--- config.mk ---
export PLATFORM = sky130hd
export DESIGN_NAME = seg_aggregator
export DESIGN_NICKNAME = d
export VERILOG_FILES = /design/src/rtl/seg_agg_pkg.sv /design/src/rtl/seg_rule_table.sv /design/src/rtl/seg_state_bank.sv /design/src/rtl/seg_aggregator.sv
export SDC_FILE = /design/constraint.sdc
export NUM_CORES = 1
export LEC_CHECK = 0
export BUFFER_PORTS_ARGS = -buffer_cell sky130_fd_sc_hd__buf_4
export CAP_MARGIN = 25
export CORE_MARGIN = 2
export CORE_UTILIZATION = 24
export DETAILED_ROUTE_END_ITERATION = 6
export MAX_ROUTING_LAYER = met4
export PLACE_DENSITY_LB_ADDON = 0.15
export SETUP_SLACK_MARGIN = 0.1
export SLEW_MARGIN = 20
export SYNTH_ARGS = -nofsm -noshare
export SYNTH_HDL_FRONTEND = slang
export SYNTH_SLANG_ARGS = --single-unit
--- constraint.sdc ---
create_clock -name clk -period 3.9 [get_ports clk]
set_input_delay 0.585 -clock clk [delete_from_list [all_inputs] [get_ports clk]]
set_output_delay 0.585 -clock clk [all_outputs]
set_load 0.03 [all_outputs]
--- src/rtl/seg_agg_pkg.sv ---
package seg_agg_pkg;
  // Variant of a rule table: final-only tables hold just a pattern ID,
  // the advance table also holds a next state and a final flag.
  typedef enum logic {RULE_FINAL_ONLY, RULE_ADVANCE} rule_kind_e;
endpackage

--- src/rtl/seg_rule_table.sv ---
module seg_rule_table import seg_agg_pkg::*; #(
  parameter int ENTRIES = 8,
  parameter int ST_W    = 4,
  parameter int SID_W   = 6,
  parameter int PID_W   = 8,
  parameter rule_kind_e KIND = RULE_FINAL_ONLY,
  localparam int AW = $clog2(ENTRIES)
) (
  input  logic             clk,
  input  logic             rst,
  input  logic             we,
  input  logic [AW-1:0]    waddr,
  input  logic             w_valid,
  input  logic [ST_W-1:0]  w_state,
  input  logic [SID_W-1:0] w_seg,
  input  logic [ST_W-1:0]  w_next,
  input  logic             w_final,
  input  logic [PID_W-1:0] w_pid,
  input  logic [ST_W-1:0]  key_state,
  input  logic [SID_W-1:0] key_seg,
  output logic             cur_hit,
  output logic             cur_final,
  output logic [PID_W-1:0] cur_pid,
  output logic [ST_W-1:0]  cur_next,
  output logic             idle_hit,
  output logic [ST_W-1:0]  idle_next
);
  logic [ENTRIES-1:0] vld_q;
  logic [ST_W-1:0]    st_q  [ENTRIES];
  logic [SID_W-1:0]   seg_q [ENTRIES];
  logic [PID_W-1:0]   pid_q [ENTRIES];
  logic [AW-1:0]      cur_sel, idle_sel;

  always_ff @(posedge clk) begin
    if (rst)     vld_q <= '0;
    else if (we) vld_q[waddr] <= w_valid;
  end

  always_ff @(posedge clk) begin
    if (we) begin
      st_q[waddr]  <= w_state;
      seg_q[waddr] <= w_seg;
      pid_q[waddr] <= w_pid;
    end
  end

  // Parallel compare of all entries; the lowest matching index wins.
  always_comb begin
    cur_hit  = 1'b0;
    cur_sel  = '0;
    idle_hit = 1'b0;
    idle_sel = '0;
    for (int e = ENTRIES - 1; e >= 0; e--) begin
      if (vld_q[e] && st_q[e] == key_state && seg_q[e] == key_seg) begin
        cur_hit = 1'b1;
        cur_sel = AW'(e);
      end
      if (vld_q[e] && st_q[e] == '0 && seg_q[e] == key_seg) begin
        idle_hit = 1'b1;
        idle_sel = AW'(e);
      end
    end
  end

  assign cur_pid = pid_q[cur_sel];

  generate
    if (KIND == RULE_ADVANCE) begin : g_adv
      logic [ST_W-1:0]    nxt_q [ENTRIES];
      logic [ENTRIES-1:0] fin_q;
      always_ff @(posedge clk) begin
        if (we) begin
          nxt_q[waddr] <= w_next;
          fin_q[waddr] <= w_final;
        end
      end
      assign cur_final = fin_q[cur_sel];
      assign cur_next  = nxt_q[cur_sel];
      assign idle_next = nxt_q[idle_sel];
    end else begin : g_fin
      logic unused_cfg;
      assign unused_cfg = ^{w_next, w_final, idle_sel};
      assign cur_final = 1'b1;
      assign cur_next  = '0;
      assign idle_next = '0;
    end
  endgenerate
endmodule

--- src/rtl/seg_state_bank.sv ---
module seg_state_bank #(
  parameter int K     = 4,
  parameter int ST_W  = 4,
  parameter int POS_W = 16,
  localparam int OFF_W = $clog2(K)
) (
  input  logic              clk,
  input  logic              rst,
  input  logic              adv,
  input  logic [ST_W-1:0]   nxt,
  output logic [K*ST_W-1:0] states,
  output logic [OFF_W-1:0]  off,
  output logic [POS_W-1:0]  pos
);
  always_ff @(posedge clk) begin
    if (rst) begin
      off <= '0;
      pos <= '0;
    end else if (adv) begin
      pos <= pos + 1'b1;
      off <= (off == OFF_W'(K - 1)) ? '0 : off + 1'b1;
    end
  end

  generate
    for (genvar j = 0; j < K; j++) begin : g_st
      always_ff @(posedge clk) begin
        if (rst)                          states[j*ST_W +: ST_W] <= '0;
        else if (adv && off == OFF_W'(j)) states[j*ST_W +: ST_W] <= nxt;
      end
    end
  endgenerate
endmodule

--- src/rtl/seg_aggregator.sv ---
module seg_aggregator import seg_agg_pkg::*; #(
  parameter int K       = 4,
  parameter int ENTRIES = 8,
  parameter int ST_W    = 4,
  parameter int SID_W   = 6,
  parameter int PID_W   = 8,
  parameter int POS_W   = 16,
  localparam int TBL_W  = $clog2(K),
  localparam int AW     = $clog2(ENTRIES),
  localparam int OFF_W  = $clog2(K)
) (
  input  logic               clk,
  input  logic               rst,
  input  logic               cfg_we,
  input  logic [TBL_W-1:0]   cfg_table,
  input  logic [AW-1:0]      cfg_addr,
  input  logic               cfg_valid,
  input  logic [ST_W-1:0]    cfg_state,
  input  logic [SID_W-1:0]   cfg_seg,
  input  logic [ST_W-1:0]    cfg_next,
  input  logic               cfg_final,
  input  logic [PID_W-1:0]   cfg_pid,
  input  logic               in_valid,
  output logic               in_ready,
  input  logic [K-1:0]       in_hit,
  input  logic [K*SID_W-1:0] in_seg,
  output logic               out_valid,
  input  logic               out_ready,
  output logic [K-1:0]       out_hit,
  output logic [K*PID_W-1:0] out_pid,
  output logic [POS_W-1:0]   out_pos
);
  logic [K*ST_W-1:0] states_w;
  logic [OFF_W-1:0]  off_w;
  logic [POS_W-1:0]  pos_w;
  logic [ST_W-1:0]   next_st;
  logic              accept;

  logic [K-1:0]       t_hit, t_final, t_idle_hit, lane_match;
  logic [K*PID_W-1:0] t_pid, lane_pid;
  logic [K*ST_W-1:0]  t_next, t_idle_next;

  assign in_ready = !out_valid || out_ready;
  assign accept   = in_valid && in_ready;

  generate
    for (genvar i = 0; i < K; i++) begin : g_lane
      localparam rule_kind_e KND = (i == K - 1) ? RULE_ADVANCE : RULE_FINAL_ONLY;
      localparam int SW = OFF_W + 1;
      logic [SW-1:0]    sum;
      logic [OFF_W-1:0] idx;
      logic [ST_W-1:0]  key;

      // Full-length segments read their own alignment; a segment of
      // length i+1 reads the alignment where the previous full one ended.
      if (i == K - 1) begin : g_full
        assign sum = '0;
        assign idx = off_w;
      end else begin : g_short
        assign sum = {1'b0, off_w} + SW'(K - 1 - i);
        assign idx = (sum >= SW'(K)) ? OFF_W'(sum - SW'(K)) : OFF_W'(sum);
      end
      assign key = states_w[idx*ST_W +: ST_W];

      seg_rule_table #(
        .ENTRIES(ENTRIES), .ST_W(ST_W), .SID_W(SID_W), .PID_W(PID_W), .KIND(KND)
      ) u_tbl (
        .clk       (clk),
        .rst       (rst),
        .we        (cfg_we && cfg_table == TBL_W'(i)),
        .waddr     (cfg_addr),
        .w_valid   (cfg_valid),
        .w_state   (cfg_state),
        .w_seg     (cfg_seg),
        .w_next    (cfg_next),
        .w_final   (cfg_final),
        .w_pid     (cfg_pid),
        .key_state (key),
        .key_seg   (in_seg[i*SID_W +: SID_W]),
        .cur_hit   (t_hit[i]),
        .cur_final (t_final[i]),
        .cur_pid   (t_pid[i*PID_W +: PID_W]),
        .cur_next  (t_next[i*ST_W +: ST_W]),
        .idle_hit  (t_idle_hit[i]),
        .idle_next (t_idle_next[i*ST_W +: ST_W])
      );

      assign lane_match[i] = in_hit[i] && t_hit[i] && t_final[i];
      assign lane_pid[i*PID_W +: PID_W] = lane_match[i] ? t_pid[i*PID_W +: PID_W] : '0;
    end
  endgenerate

  // Next state of the current alignment: continue, else restart, else idle.
  always_comb begin
    next_st = '0;
    if (in_hit[K-1]) begin
      if (t_hit[K-1])           next_st = t_next[(K-1)*ST_W +: ST_W];
      else if (t_idle_hit[K-1]) next_st = t_idle_next[(K-1)*ST_W +: ST_W];
    end
  end

  seg_state_bank #(.K(K), .ST_W(ST_W), .POS_W(POS_W)) u_bank (
    .clk    (clk),
    .rst    (rst),
    .adv    (accept),
    .nxt    (next_st),
    .states (states_w),
    .off    (off_w),
    .pos    (pos_w)
  );

  always_ff @(posedge clk) begin
    if (rst) begin
      out_valid <= 1'b0;
      out_hit   <= '0;
      out_pid   <= '0;
      out_pos   <= '0;
    end else if (in_ready) begin
      out_valid <= accept && (|lane_match);
      out_hit   <= lane_match;
      out_pid   <= lane_pid;
      out_pos   <= pos_w;
    end
  end
endmodule

==> flow_metrics.tcl, run 1 <==
set metrics [dict create \
    status "completed" \
    port_buffers 115 \
    drive_above_1_share 0.2033 \
    cts_tree "yes" \
    synthFlopType "edfxtp_1" \
    finalWorstSetupSlack_ps 246.0 \
    dp_slack_ps -317.4 \
    register_area_um2 20880 \
    holdPathStages 1 \
    antenna_found_initial 9 \
    drcViolationCount 0 \
    synth_area_leaders "edfxtp_1 59%, dfxtp_1 7.6%, xnor2_1 6.0%" \
    worstSetupStartpointType "flip-flop" \
    r2r_end "out_pid[25]" \
    grt_max_degree 55 \
    maxCapViolations 0 \
    synth_cells 2174 \
    ir_drop_mv 0.3248 \
    synth_cell_types 94 \
    die-width_um 365.0 \
    nets 2451 \
    cts.clk_slew.worst_paths_ps 60 \
    cts_buffer_depth 3 \
    wirelength_um 94810 \
    grt_pass1_vias 19440 \
    syn_to_final_growth_pct 21.49 \
    hold_class "in -> reg" \
    initial_utilization 0.2415 \
    fin_crit_ps 3654 \
    grt_use_total 0.1461 \
    netlist_area_um2 31270 \
    powerDensity_nw_per_um2 467.1 \
    ys_seq_elements 735 \
    grt_pass1_wl_um 136300 \
    place_inst 4029 \
    cts_hold_repair.buffers 0 \
    tightest_slew_ps 964.1 \
    setup_viol 0 \
    async_flop_share 0 \
    hold_viol_final 0 \
    synth.most_common_cell "edfxtp_1" \
    synth_top_area_frac 0.5915 \
    hp-start "cfg_next[3]" \
    synth_area_per_cell_um2 14.38 \
    num_rows 132 \
    p_leak_nw 12.20 \
    grt-ovfl-total 0 \
    total_power_mw 17.75 \
    firstDrtPassIters 5 \
    fin_skew_ps 35.97 \
    clock_latency_ps 680 \
    vias 18730 \
    min_to "g_lane[3].u_tbl.g_adv.nxt_q[2][3]" \
    ys.warnings.count 0 \
    h-tree-depth 3 \
    startpoint "u_bank.off[0]" \
    fillers 13030 \
    tns_ps 0 \
    seq_area_frac_synth 0.6677 \
    ant_nets 0 \
    max_freq_mhz 273.7 \
    synth_commonest_cells "616 x edfxtp_1, 213 x xnor2_1, 146 x nand2_1, 123 x mux2i_1, 121 x xor2_1" \
    worst_ep_arrival_time_ps 4210 \
    synth_nets 2241 \
    avgViaCountPerCell 4.449 \
    fin_cells 4210 \
    die_h_um 365.0 \
    multi_input_area_um2 10100 \
    worstSetupPathType "reg -> reg" \
    synth_top_area_cell "edfxtp_1" \
    cts_sinks 735 \
    end_kind "flip-flop" \
    rsz0062_at_grt "false" \
    cts-root-buf "clkbuf_16" \
    drv_slew 0 \
    coreArea_um2 129500 \
    io_pins 116 \
    gp_congestion 0.8210 \
    critPathRequiredTime_ps 4460 \
    reg2reg_depth 15 \
    relSlewSlack 0.3553 \
    drtIter0Drc 1324 \
    synth_edf_count 616 \
    dp_hpwl_um 61120 \
    wl_per_cell_um 22.52 \
    reg2reg_from "u_bank.off[0]" \
    post-route-period-util 0.9369 \
    crit_fanout 11 \
    r2r_setup_slack_ps 250 \
    dieArea_um2 133200 \
    cts_buffers 88 \
]
-- through the flow --
step / util / hold slack, ps / instance area [µm²]
floorplan: - / 448.1 / 31270
detailed placement: 0.2681 / 445.9 / 34710
CTS: 0.2922 / 90.33 / 37830
global placement: 0.2681 / 442.6 / 34710
global route: 0.2934 / 120.7 / 37990
finish: 0.2934 / 155.8 / 37990
-- what timing repair did --
item                       in CTS  in global routing
pin swaps                       3                  8
setup endpoints to repair      26                 46
resized for setup              13                 22
gates cloned                    0                  1
buffers inserted                4                  2
-- critical path, cell delays in order (launching register included) --
cell and delay [ps]:
dfxtp_4 380, buf_12 160, mux4_1 560, buf_4 220, xnor2_1 160, nand3_1 150, nor3_4 350, a21oi_2 80
buf_4 170, o21bai_4 180, nand2_4 110, buf_4 170, buf_4 190, a211oi_1 320, a211oi_1 110, a22o_1 210
-- cell families after synthesis --
family                     synth area share
buffers and inverters               0.01812
adders and majority gates          0.002000
muxes                               0.06157
AOI/OAI and AO/OA                   0.06466
DFF                                  0.6677
xor gates and xnor gates            0.09406
and+or+nand+nor                     0.09190
-- placed cells by master (no fill, tap or decap), drive strengths merged, types with 11 or more instances in the layout --
master	count
clkbuf	115
mux2i	123
a21o	11
nor3	17
mux2	29
xor2	121
a211oi	20
nor2b	15
and3	28
a21oi	60
nand2	147
nor2	89
nor4	36
bufinv	12
o21ai	62
edfxtp	616
clkinv	26
xnor2	214
inv	16
a22o	16
nand3b	15
nor3b	17
dfxtp	119
or4	12
o221ai	13
nand3	54
nand4	50
nand2b	12
mux4	16
buf	220
-- worst max-delay path by stage --
stage,endpoint,slack (ps),cells past startpoint
after floorplan,out_pid[1],130,16
after global placement,out_pid[24],-300,12
after detailed placement,u_bank.states[2],-320,12
after CTS,u_bank.states[9],100,13
after global routing,out_pid[25],100,15
final,out_pid[25],250,15
-- sequential cells by signal, summed over array words and instances (netlist names) --
signal / cells
g_lane.u_tbl.g_adv.nxt_q: 32
out_hit: 4
g_lane.u_tbl.pid_q: 256
u_bank.off: 2
g_lane.u_tbl.st_q: 128
out_pos: 16
out_pid: 32
g_lane.u_tbl.g_adv.fin_q: 8
g_lane.u_tbl.vld_q: 32
out_valid: 1
g_lane.u_tbl.seg_q: 192
u_bank.pos: 16
u_bank.states: 16
-- per-layer routing --
| metal | share of wire | track usage |
|---|---|---|
| met5 | 0 | - |
| met1 | 0.44 | 0.1831 |
| met2 | 0.48 | 0.2367 |
| met4 | 0.030 | 0.04349 |
| met3 | 0.048 | 0.03132 |
-- cell type report --
cell class | count | share of cell area
Antenna cell | 9 | 0.0005928
Tap cell | 1742 | 0.05737
Clock inverter | 51 | 0.01640
Inverter | 12 | 0.001186
Multi-Input combinational cell | 1326 | 0.2657
Sequential cell | 735 | 0.5497
Timing Repair Buffer | 221 | 0.04587
Clock buffer | 114 | 0.06320
-- power breakdown --
group	internal [mW]	leakage, nW	switching (mW)
logic	0.178	4.24	0.423
clock network	5.16	1.45	3.36
registers	8.59	6.51	0.0331
Note: power is estimated with default switching activity, not from simulation.
==> run 2, diff against run 1 <==
--- a/config.mk
+++ b/config.mk
@@ -11,7 +11,6 @@
 export CORE_UTILIZATION = 24
 export DETAILED_ROUTE_END_ITERATION = 6
 export MAX_ROUTING_LAYER = met4
-export PLACE_DENSITY_LB_ADDON = 0.15
 export SETUP_SLACK_MARGIN = 0.1
 export SLEW_MARGIN = 20
 export SYNTH_ARGS = -nofsm -noshare
==> flow_metrics.tcl, run 2 (synthesis gave the netlist of run 1 again) <==
set metrics [dict create \
    status "completed" \
    vias 18650 \
    ir_drop_mv 0.3291 \
    port_buffers 115 \
    layout_common_cells "616 x edfxtp_1, 227 x buf_4, 213 x xnor2_1" \
    die-width_um 365.0 \
    coreArea_um2 129500 \
    worstSetupStartpointType "flip-flop" \
    clkPwrFrac 0.456 \
    regMostFlops "g_lane.u_tbl.pid_q" \
    powerDensity_nw_per_um2 448.6 \
    path_cells "buf_12 > mux4_2 > buf_4 > xnor2_1 > nand2_1 > and4b_1 > nor3_2 > and2_4 > mux2i_1 > mux2i_1 > o211ai_1 > a211oi_2" \
    internal_power_mw 13.38 \
    sequentialPowerShare 0.510 \
    reg_top3 "g_lane.u_tbl.pid_q: 256 flops, g_lane.u_tbl.seg_q: 192 flops, g_lane.u_tbl.st_q: 128 flops" \
    fillers 13020 \
    path_common_cell "mux2i_1" \
    cts.clk_slew.worst_paths_ps 60 \
    tns_ps 0 \
    switchingPower_mw 3.535 \
    post-route-period-util 0.9529 \
    end_kind "flip-flop" \
    p_leak_nw 12.11 \
    fin_crit_ps 3716 \
    grt_max_degree 51 \
    grt_pass1_wl_um 124300 \
    hold_viol_final 0 \
    dp_hpwl_um 55310 \
    final_common_cell "edfxtp_1" \
    p_sw_frac 0.2090 \
    slowest_delay_ps 630 \
    cts-root-buf "clkbuf_16" \
    relSlewSlack 0.2923 \
    avgViaCountPerCell 4.432 \
    place_inst 4039 \
    worst_ep_arrival_time_ps 4180 \
    syn_to_final_growth_pct 20.55 \
    dpl_cell_area_um2 34790 \
    cts_tree "yes" \
    wl_per_cell_um 20.28 \
    drcViolationCount 0 \
    grt_pass1_vias 18340 \
    clock_latency_ps 640 \
    largest_reg_flops 256 \
    tightest_slew_ps 1058 \
    antenna_found_initial 11 \
    critPathRequiredTime_ps 4360 \
    multi_input_area_um2 10010 \
    io_pins 116 \
    maxCapViolations 0 \
    cts_sinks 735 \
    cts_buffer_depth 3 \
    max_freq_mhz 269.1 \
    drtIter0Drc 1522 \
    register_area_um2 20880 \
    combPwrFrac 0.034 \
    rsz0062_at_grt "true" \
    die_h_um 365.0 \
    setup_viol 0 \
    fin_cells 4207 \
    gp_congestion 0.8757 \
    grt_use_total 0.1301 \
    worstSetupPathType "reg -> reg" \
    cts_buffers 78 \
    drv_slew 0 \
    initial_utilization 0.2415 \
    nets 2455 \
    h-tree-depth 3 \
    firstDrtPassIters 5 \
    dieArea_um2 133200 \
    cts_hold_repair.buffers 0 \
    wirelength_um 85320 \
    hold_class "in -> reg" \
    ant_nets 0 \
    fin_skew_ps 29.75 \
    grt-ovfl-total 0 \
    holdWs_ps 207.4 \
    design_area_um2 37700 \
    num_rows 132 \
    drive_above_1_share 0.2005 \
    crit_slowest_cell "mux4_2" \
    crit_fanout 18 \
]
## run 2: changes by cell type in the layout (fill, tap and decap cells not counted), moves of 3 or more
cell        before  now
clkinvlp_4       9    3
buf_4          214  227
clkbuf_16       90   79
clkinv_1        14    8
a211oi_1        14   17
bufinv_16       12    9
clkbuf_8         8   13
buf_12           5    8
## run 2: layout make-up
type / instances / share of cell area
tap: 1742 / 0.05782
multi-input combinational: 1326 / 0.2655
sequential: 735 / 0.5539
clock buffer: 111 / 0.05908
clock inverter: 35 / 0.01235
timing repair buffer: 235 / 0.04945
antenna: 11 / 0.0007302
inverter: 12 / 0.001195
## run 2: power groups by stage
stage	Sequential, mW	Combinational (mW)	Clock [mW]
floorplan	8.79	0.266	0
global placement	8.79	0.579	0
detailed placement	8.79	0.586	0
CTS	8.62	0.588	7.88
global route	8.62	0.627	8.19
finish	8.62	0.577	7.71
## run 2: stage by stage
step                utilization  power, mW  worst slack, ps
finish                   0.2911      16.91            183.7
global route             0.2911      17.44            51.96
CTS                      0.2905      17.09            110.6
global placement         0.2687      9.366            7.798
floorplan                     -      9.052            126.2
detailed placement       0.2687      9.375            19.73
## run 2: repair_timing
action,4_1_cts,5_1_grt
gates resized for setup,4,20
setup buffers,11,0
pin swaps,0,1
cloned,0,0
setup endpoints to repair,26,31
## run 2: path summary, 6_finish.rpt
path | from | end | slack [ps] | cells after the start
hold reg to reg | out_pos[8] | out_pos[8] | 450 | 2
hold / removal | cfg_next[3] | g_lane[3].u_tbl.g_adv.nxt_q[4][3] | 210 | 1
setup / recovery | u_bank.off[0] | out_valid | 180 | 12
setup reg to reg | u_bank.off[0] | out_valid | 180 | 12
## run 2: critical path: cells and delay by family (launching register included)
family | cells | cell delay [ps]
flops | 1 | 360
mux | 3 | 950
xor+xnor | 1 | 130
buf+inv | 2 | 400
compound gates | 2 | 660
simple gates | 4 | 1040
## run 2: layer usage
layer | track usage | vias to the layer above | share of wire
met4 | 0.04196 | 0 | 0.030
met2 | 0.2024 | 459 | 0.46
li1 | - | 8656 | -
met1 | 0.1667 | 9392 | 0.45
met3 | 0.03083 | 138 | 0.061
met5 | - | - | 0
